<file path="config.mk">
export PLATFORM = sky130hd
export DESIGN_NAME = eth_csr_regs
export DESIGN_NICKNAME = d
export VERILOG_FILES = /design/src/rtl/eth_csr_pkg.sv /design/src/rtl/csr_select.sv /design/src/rtl/csr_aux_bank.sv /design/src/rtl/csr_ctrl0.sv /design/src/rtl/eth_csr_regs.sv
export SDC_FILE = /design/constraint.sdc
export NUM_CORES = 1
export LEC_CHECK = 0
export BUFFER_PORTS_ARGS = -buffer_cell sky130_fd_sc_hd__buf_4
export CAP_MARGIN = 20
export CORE_ASPECT_RATIO = 1.75
export CORE_MARGIN = 2
export CORE_UTILIZATION = 47
export DETAILED_ROUTE_END_ITERATION = 10
export PLACE_DENSITY = 0.75
export SLEW_MARGIN = 20
export SYNTH_ARGS = -nofsm -noshare
export SYNTH_HDL_FRONTEND = slang
export SYNTH_SLANG_ARGS = --single-unit
</file>
<file path="constraint.sdc">
create_clock -name clk -period 1.7 [get_ports clk]
set_input_delay 0.34 -clock clk [delete_from_list [all_inputs] [get_ports clk]]
set_output_delay 0.34 -clock clk [all_outputs]
set_load 0.03 [all_outputs]
</file>
<file path="src/rtl/eth_csr_pkg.sv">
// Package: bit positions of the command/status word and shared widths.
// Assumes a 16-bit command/status register; flags occupy a contiguous field.
package eth_csr_pkg;
    localparam int CSR_W    = 16;
    localparam int B_ERR    = 15;
    localparam int FLAG_LO  = 8;
    localparam int N_FLAGS  = 7;
    localparam int FLAG_HI  = FLAG_LO + N_FLAGS - 1;
    localparam int B_INTR   = 7;
    localparam int B_INEA   = 6;
    localparam int B_RXON   = 5;
    localparam int B_TXON   = 4;
    localparam int B_TDMD   = 3;
    localparam int B_STOP   = 2;
    localparam int B_STRT   = 1;
    localparam int B_INIT   = 0;
    // flag indices inside the flag field (bit FLAG_LO + k)
    localparam int K_BABL   = 6;
    localparam int K_CERR   = 5;
    localparam int K_MISS   = 4;
    localparam int K_MERR   = 3;
    localparam int K_RINT   = 2;
    localparam int K_TINT   = 1;
    localparam int K_IDON   = 0;
endpackage

</file>
<file path="src/rtl/csr_select.sv">
// Register pointer: holds the index of the register behind the data window
// and decodes host writes into one write enable per register.
// Assumes a single host write per cycle.
module csr_select #(
    parameter int NUM_CSR = 4,
    localparam int SEL_W  = $clog2(NUM_CSR)
) (
    input  logic               clk,
    input  logic               rst_n,
    input  logic               host_wr,
    input  logic               host_addr,
    input  logic [SEL_W-1:0]   sel_wdata,
    output logic [SEL_W-1:0]   sel_q,
    output logic [NUM_CSR-1:0] wr_en
);
    // Pointer register: loads on writes to the pointer address.
    always_ff @(posedge clk) begin
        if (!rst_n)                    sel_q <= '0;
        else if (host_wr && host_addr) sel_q <= sel_wdata;
    end

    // One-hot write enable for the register currently selected.
    always_comb begin
        wr_en = '0;
        if (host_wr && !host_addr) wr_en[sel_q] = 1'b1;
    end

    AST_SEL_LOAD: assert property (@(posedge clk) disable iff (!rst_n)
        host_wr && host_addr |=> sel_q == $past(sel_wdata));
    AST_ONE_WRITE: assert property (@(posedge clk) disable iff (!rst_n)
        $onehot0(wr_en));
endmodule

</file>
<file path="src/rtl/csr_aux_bank.sv">
// Plain storage registers 1..NUM_CSR-1: full-width load on their enable.
// Assumes enables are one-hot or zero.
module csr_aux_bank #(
    parameter int NUM_CSR = 4,
    parameter int DATA_W  = 16
) (
    input  logic                            clk,
    input  logic                            rst_n,
    input  logic [NUM_CSR-1:1]              wr_en,
    input  logic [DATA_W-1:0]               wdata,
    output logic [NUM_CSR-1:1][DATA_W-1:0]  aux_q
);
    for (genvar i = 1; i < NUM_CSR; i++) begin : g_reg
        // Storage register i: takes the full written value.
        always_ff @(posedge clk) begin
            if (!rst_n)        aux_q[i] <= '0;
            else if (wr_en[i]) aux_q[i] <= wdata;
        end

        AST_AUX_HOLD: assert property (@(posedge clk) disable iff (!rst_n)
            !wr_en[i] |=> $stable(aux_q[i]));
    end
endmodule

</file>
<file path="src/rtl/csr_ctrl0.sv">
// Command/status word: write-1-to-clear flags, set-only commands with stop
// priority, enable bits, derived summary bits and the interrupt output.
// Assumes engine pulses are single-cycle; set pulses beat host clears.
module csr_ctrl0
    import eth_csr_pkg::*;
(
    input  logic               clk,
    input  logic               rst_n,
    input  logic               wr_en,
    input  logic [CSR_W-1:0]   wdata,
    input  logic [N_FLAGS-1:0] evt_set,
    input  logic               setup_done,
    input  logic               no_rx,
    input  logic               no_tx,
    input  logic               tx_taken,
    output logic [CSR_W-1:0]   csr0_rd,
    output logic               irq,
    output logic               run_rx,
    output logic               run_tx,
    output logic               setup_req,
    output logic               tx_demand
);
    logic [N_FLAGS-1:0] flag_q, flag_d, flag_mid, clr, evt_all;
    logic inea_q, rxon_q, txon_q, tdmd_q, stop_q, strt_q, init_q;
    logic inea_d, rxon_d, txon_d, tdmd_d, stop_d, strt_d, init_d;
    logic err_sum, int_sum;
    logic unused_wbits;

    assign unused_wbits = ^{wdata[B_ERR], wdata[B_INTR], wdata[B_RXON], wdata[B_TXON]};

    // Next-state: clears, then set pulses, then command priority and forcing.
    always_comb begin
        clr      = wr_en ? wdata[FLAG_HI:FLAG_LO] : '0;
        evt_all  = evt_set;
        evt_all[K_IDON] = evt_set[K_IDON] | setup_done;
        flag_mid = (flag_q & ~clr) | evt_all;

        inea_d = wr_en ? wdata[B_INEA] : inea_q;
        tdmd_d = tdmd_q & ~tx_taken;
        init_d = init_q & ~setup_done;
        strt_d = strt_q;
        stop_d = stop_q;
        if (wr_en) begin
            if (wdata[B_TDMD]) tdmd_d = 1'b1;
            if (wdata[B_STRT]) begin strt_d = 1'b1; stop_d = 1'b0; end
            if (wdata[B_INIT]) begin init_d = 1'b1; stop_d = 1'b0; end
            if (wdata[B_STOP]) begin stop_d = 1'b1; strt_d = 1'b0; init_d = 1'b0; end
        end

        flag_d = flag_mid;
        flag_d[K_IDON] = flag_mid[K_IDON] & ~stop_d;

        rxon_d = (setup_done ? ~no_rx : rxon_q) & ~flag_d[K_MERR];
        txon_d = (setup_done ? ~no_tx : txon_q) & ~flag_d[K_MERR];
    end

    // State register of the command/status word; reset leaves only stop set.
    always_ff @(posedge clk) begin
        if (!rst_n) begin
            flag_q <= '0;
            inea_q <= 1'b0; rxon_q <= 1'b0; txon_q <= 1'b0;
            tdmd_q <= 1'b0; stop_q <= 1'b1; strt_q <= 1'b0; init_q <= 1'b0;
        end else begin
            flag_q <= flag_d;
            inea_q <= inea_d; rxon_q <= rxon_d; txon_q <= txon_d;
            tdmd_q <= tdmd_d; stop_q <= stop_d; strt_q <= strt_d; init_q <= init_d;
        end
    end

    // Summary bits derived from the stored flags every cycle.
    always_comb begin
        err_sum = flag_q[K_BABL] | flag_q[K_CERR] | flag_q[K_MISS] | flag_q[K_MERR];
        int_sum = flag_q[K_BABL] | flag_q[K_MISS] | flag_q[K_MERR] |
                  flag_q[K_RINT] | flag_q[K_TINT] | flag_q[K_IDON];
    end

    // Read image assembly and engine-facing outputs.
    always_comb begin
        csr0_rd = {err_sum, flag_q, int_sum, inea_q, rxon_q, txon_q,
                   tdmd_q, stop_q, strt_q, init_q};
    end

    assign irq       = int_sum & inea_q;
    assign run_rx    = rxon_q;
    assign run_tx    = txon_q;
    assign setup_req = init_q;
    assign tx_demand = tdmd_q;

    AST_FLAG_ONLY_BY_EVT: assert property (@(posedge clk) disable iff (!rst_n)
        1'b1 |=> ((flag_q & ~$past(flag_q) & ~$past(evt_set | {{(N_FLAGS-1){1'b0}}, setup_done})) == '0));
    AST_STOP_WINS: assert property (@(posedge clk) disable iff (!rst_n)
        wr_en && wdata[B_STOP] |=> stop_q && !strt_q && !init_q);
    AST_MERR_GATES: assert property (@(posedge clk) disable iff (!rst_n)
        flag_q[K_MERR] |-> !rxon_q && !txon_q);
    AST_STOP_NO_IDON: assert property (@(posedge clk) disable iff (!rst_n)
        stop_q |-> !flag_q[K_IDON]);
    AST_SET_WINS: assert property (@(posedge clk) disable iff (!rst_n)
        evt_set[N_FLAGS-1:1] != '0 |=>
        ((flag_q[N_FLAGS-1:1] & $past(evt_set[N_FLAGS-1:1])) == $past(evt_set[N_FLAGS-1:1])));
    AST_IRQ_GATED: assert property (@(posedge clk) disable iff (!rst_n)
        irq |-> inea_q && csr0_rd[B_INTR]);
endmodule

</file>
<file path="src/rtl/eth_csr_regs.sv">
// Top: host register file of the Ethernet controller. A pointer selects one
// of NUM_CSR registers behind the data window; register 0 is the
// command/status word, the rest are plain storage.
// Assumes host reads are combinational and side-effect free.
module eth_csr_regs
    import eth_csr_pkg::*;
#(
    parameter int NUM_CSR   = 4,
    parameter int ADDR_HI_W = 8
) (
    input  logic                     clk,
    input  logic                     rst_n,
    input  logic                     host_wr,
    input  logic                     host_addr,
    input  logic [CSR_W-1:0]         host_wdata,
    output logic [CSR_W-1:0]         host_rdata,
    input  logic [N_FLAGS-1:0]       evt_set,
    input  logic                     setup_done,
    input  logic                     no_rx,
    input  logic                     no_tx,
    input  logic                     tx_taken,
    output logic                     run_rx,
    output logic                     run_tx,
    output logic                     setup_req,
    output logic                     tx_demand,
    output logic [CSR_W+ADDR_HI_W-1:0] setup_addr,
    output logic [CSR_W-1:0]         bus_cfg,
    output logic                     irq
);
    localparam int SEL_W = $clog2(NUM_CSR);

    logic [SEL_W-1:0]              sel_q;
    logic [NUM_CSR-1:0]            wr_en;
    logic [NUM_CSR-1:1][CSR_W-1:0] aux_q;
    logic [CSR_W-1:0]              csr0_rd;
    logic                          unused_hi;

    csr_select #(.NUM_CSR(NUM_CSR)) u_sel (
        .clk(clk), .rst_n(rst_n), .host_wr(host_wr), .host_addr(host_addr),
        .sel_wdata(host_wdata[SEL_W-1:0]), .sel_q(sel_q), .wr_en(wr_en));

    csr_aux_bank #(.NUM_CSR(NUM_CSR), .DATA_W(CSR_W)) u_aux (
        .clk(clk), .rst_n(rst_n), .wr_en(wr_en[NUM_CSR-1:1]),
        .wdata(host_wdata), .aux_q(aux_q));

    csr_ctrl0 u_ctrl0 (
        .clk(clk), .rst_n(rst_n), .wr_en(wr_en[0]), .wdata(host_wdata),
        .evt_set(evt_set), .setup_done(setup_done), .no_rx(no_rx),
        .no_tx(no_tx), .tx_taken(tx_taken), .csr0_rd(csr0_rd), .irq(irq),
        .run_rx(run_rx), .run_tx(run_tx), .setup_req(setup_req),
        .tx_demand(tx_demand));

    // Host read mux: pointer at address 1, selected register at address 0.
    always_comb begin
        if (host_addr)          host_rdata = {{(CSR_W-SEL_W){1'b0}}, sel_q};
        else if (sel_q == '0)   host_rdata = csr0_rd;
        else                    host_rdata = aux_q[sel_q];
    end

    assign setup_addr = {aux_q[2][ADDR_HI_W-1:0], aux_q[1]};
    assign bus_cfg    = aux_q[NUM_CSR-1];
    assign unused_hi  = ^aux_q[2][CSR_W-1:ADDR_HI_W];
endmodule

</file>
==> results of run 1 <==
-- cell families (layout without fill, tap and decap cells) --
group / after synthesis / in the layout
AO/OA/AOI/OAI: 81 / 81
buffers and inverters: 70 / 141
flip-flops: 64 / 64
multiplexers: 17 / 17
AND/OR/NAND/NOR: 143 / 143
-- cells in the mapped netlist, drive strengths merged, types with 3 or more instances --
| library cell | n |
|---|---|
| mux2i | 3 |
| o21a | 6 |
| dfxtp | 64 |
| nand2 | 104 |
| nor2b | 17 |
| a21boi | 59 |
| mux4 | 12 |
| nor2 | 6 |
| buf | 53 |
| a21oi | 3 |
| o21ai | 4 |
| clkbuf | 16 |
-- state kept, by name, summed over array words and instances (netlist names) --
name	cells
u_ctrl0.setup_req	1
u_aux.aux_q	48
u_ctrl0.tx_demand	1
u_sel.sel_q	2
u_ctrl0.inea_q	1
u_ctrl0.flag_q	7
u_ctrl0.stop_q	1
u_ctrl0.run_rx	1
u_ctrl0.run_tx	1
u_ctrl0.strt_q	1
-- layout by cell type (no fill, tap or decap), drive strengths merged --
cell        n
buf       124
nand2     104
dfxtp      64
a21boi     59
nor2b      17
clkbuf     14
mux4       12
nor2        6
o21a        6
o21ai       4
mux2i       3
a21oi       3
a22oi       2
nand3       2
nor4bb      2
nand4bb     2
o211ai      2
nor3        2
nor4        2
mux2        2
or3         1
a22o        1
a211oi      1
o31ai       1
nor3b       1
a2111oi     1
and4b       1
nand4b      1
inv         1
or4b        1
nor4b       1
o311a       1
clkinv      1
clkinvlp    1
-- how the worst max path moves through the flow --
stage	from	endpoint	slack (ns)	cells past startpoint
floorplan	u_sel.sel_q[1]	host_rdata[12]	-0.04	4
global placement	u_sel.sel_q[1]	host_rdata[9]	0.007	4
detailed placement	u_sel.sel_q[1]	host_rdata[14]	-0.007	4
CTS	u_sel.sel_q[1]	host_rdata[8]	-0.33	4
global route	u_sel.sel_q[1]	host_rdata[8]	-0.37	4
finish	u_sel.sel_q[1]	host_rdata[8]	-0.32	4
-- per-stage QoR --
stage                     worst slack, ns  cell area, um2  TNS [ns]  hold slack [ns]  power, mW
after global routing               -0.366            4430     -6.76            0.196       3.95
final                              -0.318            4430     -5.15            0.199       3.83
after CTS                          -0.333            4400     -5.33            0.192       3.84
after floorplan                   -0.0357            3400    -0.172            0.419       1.87
after detailed placement         -0.00740            4040   -0.0169            0.458       2.08
after global placement            0.00650            4040         0            0.441       2.07
-- power by group through the flow --
stage / clock network, mW / registers [mW] / logic, mW
6_report: 1.74 / 1.56 / 0.521
5_1_grt: 1.83 / 1.56 / 0.554
4_1_cts: 1.77 / 1.56 / 0.513
3_5_place_dp: 0 / 1.59 / 0.491
3_3_place_gp: 0 / 1.59 / 0.487
2_1_floorplan: 0 / 1.59 / 0.286
-- cell type report --
| cell class | instances | share of cell area (%) |
|---|---|---|
| clock buffer | 14 | 6.18 |
| clock inverter | 2 | 0.282 |
| inverter | 1 | 0.0847 |
| multi-input combinational | 241 | 39.4 |
| sequential | 64 | 29.0 |
| tap | 84 | 2.37 |
| timing repair buffer | 124 | 22.7 |
-- critical path, delay by kind of cell (launching register included) --
kind	cells	cell delay, ns
flops	1	0.38
buf+inv	2	0.32
mux	1	0.50
simple gates	1	0.15
-- what timing repair did --
action                                  4_1_cts  5_1_grt
pin swaps                                     0        1
buffers inserted                              2        0
endpoints found under the setup margin       17       30
gates resized for setup                      14        9
-- layer usage --
metal | track usage, % | vias to the layer above | wire, um
met2 | 44.4 | 89 | 4960
met3 | 5.38 | 19 | 438
met1 | 28.0 | 1394 | 3510
met4 | 11.7 | 0 | 245
li1 | - | 1361 | -
met5 | 0 | - | 0
==> key figures, run 1 <==
Floorplan
  • Initial core utilization: 48.5%
  • Die H: 115 um
  • Core area: 6860 um2
  • Die W: 67.6 um
  • Row count: 40
  • DIE AREA: 7790 um2
  • Top Ports: 92

Synthesis
  • Seq/Total Area, Yosys: between 30% and 40%
  • Yosys reg bits: 64
  • Cell taking the most area after synthesis: dfxtp_1
  • Simple-Gate Fraction of Synth Area: 19.9%
  • Mapped cell area: ~3300 um2
  • Post-synthesis mux area share: 9.71%
  • Syn Nets: 406
  • Post-synth EDFFs: 0
  • Yosys Warn Count: 0
  • Top FF cell, synth: dfxtp_1
  • XOR/XNOR share of the synthesized area: 0%
  • Top post-synthesis cells by area: dfxtp_1, a21boi_0, nand2_1
  • Distinct cell type count after synthesis: 38
  • Largest family of logic cells by synthesized area: simple AND/OR/NAND/NOR gates
  • Avg Cell Area, Syn: 8.86 um2
  • Compound-Gate Fraction of Synth Area: 18.1%
  • Share of Yosys cell area claimed by the top area cell type: 38.6%
  • Synth Instances: 375
  • Ys async rst share: 0%
  • Adder-cell share of the synthesized area: 0%

Critical path
  • Worst R2R Setup Slack: -0.12 ns
  • Path depth of the worst reg2reg path: 6
  • CP cell instances: buf_12 > mux4_2 > nor2b_1 > buf_4
  • CP required: 1.36 ns
  • Critical Path End Type: output pin
  • R2r endpoint: u_ctrl0.flag_q[2]
  • Worst reg2reg startpoint: u_sel.sel_q[1]
  • CP Launch Type: flop
  • CP Class: reg -> out
  • Crit Path Max Fanout: 9
  • Crit path DAT: between 1.5 and 2 ns
  • Largest stage delay, worst path: 0.50 ns
  • CP max stage cell: mux4_2

Power and ir drop
  • Combinational fraction of design power: between 10% and 20%
  • Clock share of power: between 40% and 50%
  • Power Internal: 2.90 mW
  • Switching share of power: about 24%
  • Flop pwr share: 40.8%
  • PwrDens: 863 nW/um2
  • Max VDD drop: 788 uV
  • Switching power total: 0.931 mW
  • Pleak: around 1.7 nW

Drt
  • ANT nets after route: 0
  • Iteration-0 DRC Markers: 196
  • Via/cell ratio: between 5 and 6
  • Drt first pass iters: 4
  • Vias: between 2000 and 3000
  • Average wire per standard cell: 17.3 um
  • DRC Markers: 0
  • Final wirelength: 9.16 mm

Placement
  • Cells after DPL: 512
  • DP Wirelength: about 6.5 mm
  • Gpl congestion: 0.804
  • PortBufs: 91

Clock tree
  • Clock tree sinks: 64
  • Clock H-tree levels: 3
  • TritonCTS clock tree: built
  • Clk Latency, worst-skew pair: 0.33 ns
  • Cts hold-fix bufs: 0
  • Clock Tree Root: clkbuf_16
  • Clk buf depth: 2
  • Clk pin slew, worst setup/hold paths: 0.05 ns
  • Total CTS buffers: 9

Min path
  • Cell depth of the worst hold path: 2
  • Hold_sp: evt_set[3]
  • Hold Path Class: in -> reg
  • Hold EP: u_ctrl0.run_rx

Global routing
  • Overflow after GRT: 0
  • Gr usage total: 25.2%
  • Vias in the first global route: 2857
  • Largest net degree at the start of global routing: 24
  • Initial antenna violation count: 0
  • Global-route wire length before repair: roughly 14 mm

Timing
  • Fin. max-slew vios: 0
  • RSZ-0062 raised after global routing: yes
  • Worst-Margin Slew: 0.508 ns
  • Worst rel slew slack: approximately two thirds
  • Tmin final: 2.02 ns
  • Setup Skew: 0.00650 ns
  • Final Cycle Share: 119%
  • F_max: 495 MHz
  • Fin. Hold Viols: 0
  • Setup violations, final: 26
  • Min setup slack post-route: -0.318 ns

Finish
  • Final nets: 472
  • Fillers: 552
  • Fin util: 64.7%
  • Share of cells above drive strength 1: 39.5%
  • Sequential cell area: ~1300 um2
  • Synth-to-layout area growth: 33.4%
  • ANT cells: 0
  • Multi-input logic area: 1750 um2
  • Post-Layout Cell Count: 530

Flow run
  • Max_cap viols: 0

Run status
  • Failing checks: setup timing
  • Status: complete, but fails checks
(Power assumes the default switching activity.)
==> run 2: changes to the inputs <==
--- a/config.mk
+++ b/config.mk
@@ -9,9 +9,9 @@
 export CAP_MARGIN = 20
 export CORE_ASPECT_RATIO = 1.75
 export CORE_MARGIN = 2
-export CORE_UTILIZATION = 47
+export CORE_UTILIZATION = 56
 export DETAILED_ROUTE_END_ITERATION = 10
-export PLACE_DENSITY = 0.75
+export PLACE_DENSITY = 0.84
 export SLEW_MARGIN = 20
 export SYNTH_ARGS = -nofsm -noshare
 export SYNTH_HDL_FRONTEND = slang
==> constraint.sdc (replaced) <==
create_clock -name clk -period 2.4 [get_ports clk]
set_input_delay 0.48 -clock clk [delete_from_list [all_inputs] [get_ports clk]]
set_output_delay 0.48 -clock clk [all_outputs]
set_load 0.03 [all_outputs]
==> run 2 against run 1 <==
The run now ends clean; worst hold slack improved by 0.12 ns; worst setup slack improved by 0.37 ns; non-clock buffer count decreased by 18; die area decreased by 15%; sequential share of layout area increased by 3.1 points; sequential power decreased by 29%; utilization increased by 4.5 points; global-route usage increased by 1.1 points.
==> key figures, run 2 (same netlist as run 1, synthesis figures left out) <==
Finish
  • Largest registers: u_aux.aux_q: 48 flops, u_ctrl0.flag_q: 7 flops, u_sel.sel_q: 2 flops
  • ANT cells: 0 (unchanged)
  • Synth-to-layout area growth: 20.5%
  • Final nets: 454 (-3.8%)
  • Sequential cell area: 1280 um2 (about the same)
  • Most flops, register: u_aux.aux_q
  • Most frequent cells in the layout: nand2_1, buf_4, dfxtp_1, a21boi_0, nor2b_1
  • Multi-input logic area: 1620 um2 (-7.1%)
  • Design Area, Final: 4010 um2 (-9.7%)
  • Max reg flops: 48 (unchanged)
  • Share of cells above drive strength 1: 33.6% (-5.8 points)
  • Fillers: 477 (-14%)
  • Post-Layout Cell Count: 506 (-4.5%)

Timing
  • Fin. max-slew vios: 0 (unchanged)
  • Hold_ws: 0.319 ns (+0.120 ns)
  • RSZ-0062 raised after global routing: yes
  • Fin. Hold Viols: 0 (unchanged)
  • F_max: 426 MHz
  • Final Cycle Share: 97.8%
  • Setup Skew: 0.00796 ns (+0.00146 ns)
  • Tmin final: 2.35 ns
  • Setup TNS: 0 ns (+5.15 ns)
  • Worst rel slew slack: 62.2% (-3.9 points)
  • Setup violations, final: 0 (-100%)
  • Worst-Margin Slew: 0.565 ns (+0.0577 ns)

Clock tree
  • TritonCTS clock tree: built
  • Clk pin slew, worst setup/hold paths: 0.07 ns (+0.02 ns)
  • Clk buf depth: 2 (unchanged)
  • Total CTS buffers: 9 (unchanged)
  • Cts hold-fix bufs: 0 (unchanged)
  • Clk Latency, worst-skew pair: 0.34 ns (about the same)
  • Clock tree sinks: 64 (unchanged)
  • Clock Tree Root: clkbuf_8
  • Clock H-tree levels: 3 (unchanged)

Critical path
  • Worst reg2reg startpoint: u_sel.sel_q[1]
  • Crit Path Max Fanout: 26 (+17)
  • Worst R2R Setup Slack: 0.64 ns (+0.76 ns)
  • Critical Path End Type: output pin
  • CP Launch Type: flop
  • CP bufs+invs: 1 (-1)
  • CP Class: reg -> out
  • CP required: 1.92 ns (+0.56 ns)
  • Largest stage delay, worst path: 0.63 ns (+0.13 ns)
  • CP cell instances: mux4_2 > nor2b_1 > buf_4
  • CP max stage cell: dfxtp_4
  • Worst setup startpoint: u_sel.sel_q[1]
  • Cell family with most CP delay: flip-flops
  • Crit path DAT: 1.87 ns (+0.19 ns)

Drt
  • Drt first pass iters: 4 (unchanged)
  • Iteration-0 DRC Markers: 175 (-11%)
  • ANT nets after route: 0 (unchanged)
  • DRC Markers: 0 (unchanged)
  • Final wirelength: 8.25 mm (-9.9%)
  • Average wire per standard cell: 16.3 um (-5.7%)
  • Via/cell ratio: 5.57 (+3.1%)
  • Vias: 2819 (-1.5%)

Placement
  • Cells after DPL: 490 (-4.3%)
  • PortBufs: 91 (unchanged)
  • Placed instance area: 3810 um2 (-5.5%)
  • DP Wirelength: 5.82 mm (-11%)
  • Gpl congestion: 0.822 (+2.3%)

Global routing
  • Gr usage total: 26.3% (+1.1 points)
  • Largest net degree at the start of global routing: 63 (+160%)
  • Global-route wire length before repair: 13.5 mm (-6.0%)
  • Initial antenna violation count: 0 (unchanged)
  • Overflow after GRT: 0 (unchanged)
  • Vias in the first global route: 2741 (-4.1%)

Power and ir drop
  • Power Internal: 1.68 mW (-42%)
  • Switching share of power: 25.5% (+1.1 points)
  • Combinational fraction of design power: 13.2% (-0.4 points)
  • Flop pwr share: 49.2% (+8.4 points)
  • PwrDens: 563 nW/um2 (-35%)
  • Switching power total: 0.574 mW (-38%)
  • Max VDD drop: 416 uV (-47%)
  • Clock share of power: 37.7% (-7.9 points)
  • Final Total Pwr: 2.25 mW (-41%)
  • Pleak: 1.57 nW (-9.9%)

Floorplan
  • Core area: 5790 um2 (-16%)
  • Initial core utilization: 57.4% (+9.0 points)
  • DIE AREA: 6590 um2 (-15%)
  • Top Ports: 92 (unchanged)
  • Die W: 62.2 um (-7.9%)
  • Row count: 37 (-7.5%)
  • Die H: 106 um (-8.1%)

Flow run
  • Max_cap viols: 0 (unchanged)

Run status
  • Status: complete, no violations

Min path
  • Hold_sp: evt_set[3]
  • Hold Path Class: in -> reg
run 2: changes by cell type in the layout (fill, tap and decap cells not counted), moves of 3 or more:
cell       change
buf_4          -7
buf_6          -9
clkbuf_16      -9
clkbuf_8       +9
nor2b_1        +7
nor2b_4        -6
o21ai_0        +3
run 2: timing repair:
action	CTS	global route
buffers inserted	0	0
endpoints found under the setup margin	16	11
resized for setup	1	2
endpoints found under the hold margin	0	0
run 2: path summary, 6_finish.rpt:
path,to,cells after the start
hold / removal,u_ctrl0.run_tx,2
hold reg to reg,u_aux.aux_q[31],2
setup reg to reg,u_aux.aux_q[46],4
setup / recovery,host_rdata[11],3
run 2: per-stage QoR:
step / setup WS [ns] / utilization [%]
2_1_floorplan: 0.163 / -
3_3_place_gp: 0.200 / 65.9
4_1_cts: 0.0269 / 69.1
3_5_place_dp: 0.167 / 65.9
5_1_grt: -0.0310 / 69.2
6_report: 0.0529 / 69.2
run 2: power groups by stage:
stage                     registers (mW)  clock network [mW]  logic (mW)
after floorplan                     1.12                   0       0.186
after global placement              1.13                   0       0.291
after detailed placement            1.13                   0       0.296
after CTS                           1.11               0.864       0.296
after global routing                1.11               0.915       0.317
final                               1.11               0.850       0.297
run 2: cell type report:
class                   instances  area share [%]
multi-input cells             241            40.5
flip-flops and latches         64            32.1
repair buffers                106            20.3
clock buffers                  13            4.22
well taps                      78            2.44
clock inverters                 3           0.375
inverters                       1          0.0937
run 2: worst reg2reg max path, delay by kind of cell (launching register included):
family	cells	cell delay, ns
simple gates	2	0.69
flops	1	0.63
buf+inv	1	0.22
compound gates	1	0.09
run 2: metal layers:
| layer | GRT usage [%] | vias up | part of all wire [%] |
|---|---|---|---|
| met5 | 0 | - | 0 |
| met4 | 12.4 | 0 | 2.6 |
| met3 | 5.61 | 18 | 5.8 |
| met2 | 46.7 | 116 | 55 |
| met1 | 30.0 | 1363 | 37 |
| li1 | - | 1322 | - |
==> run 3: changes to the inputs <==
--- a/config.mk
+++ b/config.mk
@@ -5,13 +5,14 @@
 export SDC_FILE = /design/constraint.sdc
 export NUM_CORES = 1
 export LEC_CHECK = 0
+export ABC_AREA = 1
 export BUFFER_PORTS_ARGS = -buffer_cell sky130_fd_sc_hd__buf_4
 export CAP_MARGIN = 20
 export CORE_ASPECT_RATIO = 1.75
 export CORE_MARGIN = 2
 export CORE_UTILIZATION = 56
 export DETAILED_ROUTE_END_ITERATION = 10
-export PLACE_DENSITY = 0.84
+export PLACE_DENSITY = 0.85
 export SLEW_MARGIN = 20
 export SYNTH_ARGS = -nofsm -noshare
 export SYNTH_HDL_FRONTEND = slang
==> run 3 against run 2 <==
Critical path depth is 5 higher; clock-buffer cell count is 1 higher; sequential share of layout area is 1.6 points higher; synthesized cell count is 18% higher; design area is 4.7% lower; clock power is 17% higher; sequential power hardly changed; clock skew is 0.0018 ns lower; power is 13% higher; utilization is 0.81 points higher; via count is 10% higher; worst hold slack better by 0.024 ns; critical path type unchanged; largest power group unchanged.
==> key figures, run 3 <==
Power and ir drop
  • Max VDD drop: 461 uV (+11%)
  • Flop pwr share: 44.1% (-5.1 points)
  • Pleak: 1.71 nW (+8.6%)
  • Power Internal: 1.85 mW (+10%)
  • Switching share of power: 27.6% (+2.2 points)
  • PwrDens: 671 nW/um2 (+19%)
  • Switching power total: 0.707 mW (+23%)
  • Combinational fraction of design power: 17.1% (+3.9 points)
  • Clock share of power: 38.8% (+1.1 points)

Critical path
  • CP Class: reg -> out
  • CP max stage cell: dfxtp_2
  • CP bufs+invs: 3 (+2)
  • CP required: 1.92 ns (about the same)
  • Largest stage delay, worst path: 0.42 ns (-0.21 ns)
  • Worst reg2reg startpoint: u_sel.sel_q[1]
  • R2r endpoint: u_aux.aux_q[18]
  • Crit Path Max Fanout: 10 (-62%)
  • Critical Path End Type: output pin
  • CP Launch Type: flop
  • Cell family with most CP delay: buffers and inverters
  • Crit path DAT: 1.80 ns (-0.07 ns)
  • CP cell instances: inv_2 > buf_4 > nor2_8 > nand2_1 > nand3_1 > nand2_1 > o21ai_0 > buf_4
  • Worst R2R Setup Slack: 0.67 ns (+0.03 ns)
  • Path depth of the worst reg2reg path: 8 (+4)

Finish
  • Most frequent cells in the layout: nor2_1, buf_4, o21ai_0, dfxtp_1, nand2_1
  • Synth-to-layout area growth: 22.4%
  • Fillers: 463 (-2.9%)
  • Share of cells above drive strength 1: 26.1% (-7.5 points)
  • Final nets: 527 (+16%)
  • Most flops, register: u_aux.aux_q
  • Post-Layout Cell Count: 577 (+14%)
  • Fin util: 70.0% (+0.81 points)
  • Largest registers: u_aux.aux_q: 48 flops, u_ctrl0.flag_q: 7 flops, u_sel.sel_q: 2 flops
  • ANT cells: 0 (unchanged)
  • Commonest non-fill, non-tap cell in the layout: nor2_1
  • Max reg flops: 48 (unchanged)

Synthesis
  • Post-synthesis mux area share: 0% (-9.7 points)
  • Post-synth top cells: nor2_1, o21ai_0, dfxtp_1, nand2_1, buf_4
  • Compound-Gate Fraction of Synth Area: 18.9% (+0.87 points)
  • Yosys reg bits: 64 (unchanged)
  • Largest family of logic cells by synthesized area: simple AND/OR/NAND/NOR gates
  • Post-synth EDFFs: 0 (unchanged)
  • Mapped cell area: 3120 um2 (-6.2%)
  • XOR/XNOR share of the synthesized area: 0% (unchanged)
  • Seq/Total Area, Yosys: 41.1% (+2.5 points)
  • Adder-cell share of the synthesized area: 0% (unchanged)
  • Distinct cell type count after synthesis: 22 (-42%)
  • Yosys Warn Count: 0 (unchanged)
  • Syn Nets: 474 (+17%)
  • Top FF cell, synth: dfxtp_1
  • Synth Instances: 443 (+18%)
  • Share of Yosys cell area claimed by the top area cell type: 41.1% (+2.5 points)
  • Top post-synthesis cells by area: dfxtp_1, o21ai_0, nor2_1
  • Most common cell in the netlist: nor2_1
  • Ys async rst share: 0% (unchanged)
  • Avg Cell Area, Syn: 7.04 um2 (-21%)
  • Cell taking the most area after synthesis: dfxtp_1
  • Simple-Gate Fraction of Synth Area: 24.4% (+4.4 points)

Timing
  • Setup TNS: 0 ns (unchanged)
  • Worst rel slew slack: 67.0% (+4.9 points)
  • Tmin final: 2.28 ns (-0.0691 ns)
  • Worst-Margin Slew: 0.494 ns (-0.0716 ns)
  • Fin. max-slew vios: 0 (unchanged)
  • Setup Skew: 0.00616 ns (-0.00180 ns)
  • Final Cycle Share: 94.9% (-2.9 points)
  • RSZ-0062 raised after global routing: no
  • Fin. Hold Viols: 0 (unchanged)
  • F_max: 439 MHz (+3.0%)
  • Setup violations, final: 0 (unchanged)

Clock tree
  • Total CTS buffers: 9 (unchanged)
  • Clk pin slew, worst setup/hold paths: 0.07 ns (about the same)
  • Clk buf depth: 2 (unchanged)
  • Clock Tree Root: clkbuf_8
  • Clock H-tree levels: 3 (unchanged)
  • Clk Latency, worst-skew pair: 0.34 ns (about the same)
  • TritonCTS clock tree: built
  • Clock tree sinks: 64 (unchanged)

Min path
  • Cell depth of the worst hold path: 3 (+1)
  • Hold_sp: evt_set[1]
  • Hold Path Class: in -> reg
  • Hold EP: u_ctrl0.flag_q[1]

Drt
  • Via/cell ratio: 5.39 (-3.3%)
  • Average wire per standard cell: 15.4 um (-5.9%)
  • Final wirelength: 8.86 mm (+7.3%)
  • DRC Markers: 0 (unchanged)
  • Vias: 3110 (+10%)
  • Iteration-0 DRC Markers: 193 (+10%)
  • Drt first pass iters: 5 (+1)
  • ANT nets after route: 0 (unchanged)

Global routing
  • Overflow after GRT: 0 (unchanged)
  • Largest net degree at the start of global routing: 57 (-9.5%)
  • Vias in the first global route: 2895 (+5.6%)
  • Busiest grt layer: met2
  • Gr usage total: 30.2% (+3.8 points)
  • Global routing usage on met1: 33.3% (+3.3 points)
  • Global-route wire length before repair: 13.7 mm (+1.1%)
  • Met2 GRT Util: 50.6% (+3.9 points)
  • Initial antenna violation count: 0 (unchanged)
  • Met3 usage: 7.78% (+2.2 points)

Floorplan
  • Row count: 36 (-2.7%)
  • Top Ports: 92 (unchanged)
  • Core area: 5450 um2 (-5.8%)
  • Die H: 103 um (-3.0%)
  • Die W: 60.4 um (-2.9%)
  • Initial core utilization: 57.2% (-0.22 points)
  • DIE AREA: 6200 um2 (-5.9%)

Placement
  • DP Wirelength: 6.10 mm (+4.8%)
  • Cells after DPL: 560 (+14%)
  • Gpl congestion: 0.908 (+10%)
  • PortBufs: 91 (unchanged)

Flow run
  • Max_cap viols: 0 (unchanged)

Run status
  • Status: complete, no violations
[run 3: changes by cell type after synthesis, moves of 17 or more]
cell and change:
o21ai_0 +77, nor2_1 +96, inv_1 +18, nor2b_1 -17
a21boi_0 -52, nand2_1 -45, a21oi_1 +17
[run 3: area by class of cell]
class | count | area, um2 | area share (%)
Multi-Input combinational cell | 298 | 1350 | 35.4
Timing Repair Buffer | 100 | 776 | 20.3
Tap cell | 76 | 95.1 | 2.49
Sequential cell | 64 | 1280 | 33.6
Inverter | 23 | 91.3 | 2.39
Clock buffer | 14 | 183 | 4.79
Clock inverter | 2 | 35.0 | 0.918
[run 3: kinds of logic after synthesis]
group	count (synthesis)
DFF	64
buffers and inverters	81
and+or+nand+nor	184
AOI/OAI and AO/OA	114
[run 3: power by group through the flow]
stage | registers (mW) | logic [mW] | clock network, mW
2_1_floorplan | 1.15 | 0.272 | 0
3_3_place_gp | 1.15 | 0.418 | 0
3_5_place_dp | 1.15 | 0.426 | 0
4_1_cts | 1.13 | 0.428 | 0.998
5_1_grt | 1.13 | 0.476 | 1.04
6_report | 1.13 | 0.438 | 0.993
[run 3: metrics by stage]
stage	hold slack, ns	power (mW)	setup slack (ns)	cell area (um2)
after floorplan	0.431	1.42	0.358	3120
after global placement	0.452	1.57	0.345	3570
after detailed placement	0.462	1.58	0.301	3570
after CTS	0.333	2.55	0.0412	3790
after global routing	0.336	2.65	0.0314	3820
final	0.343	2.56	0.122	3820
[run 3: timing repair]
action | in CTS | in global routing
setup endpoints to repair | 15 | 11
resized for setup | 2 | 1
hold buffers | 0 | 0
pin swaps | 0 | 1
setup buffers | 0 | 1
cloned | 0 | 0
hold endpoints to repair | 0 | 0
[run 3: worst max-delay path by stage]
stage / cells after the start / startpoint / end
after detailed placement: 5 / u_sel.sel_q[0] / host_rdata[6]
after global placement: 5 / u_sel.sel_q[0] / host_rdata[13]
final: 8 / u_sel.sel_q[1] / host_rdata[0]
after CTS: 7 / u_sel.sel_q[0] / host_rdata[0]
after global routing: 8 / u_sel.sel_q[1] / host_rdata[0]
after floorplan: 5 / u_sel.sel_q[0] / host_rdata[5]
[run 3: worst min-delay path: stages]
cell	delay [ns]
buf_4	0.08
a21oi_1	0.03
nor2_1	0.06
[run 3: layer usage]
metal  up-vias  routed length [um]  part of all wire, %
li1       1512                   -                    -
met1      1415                3260                   37
met2       150                4650                   52
met3        33                 650                  7.3
met4         0                 297                  3.4
met5         -                   0                    0
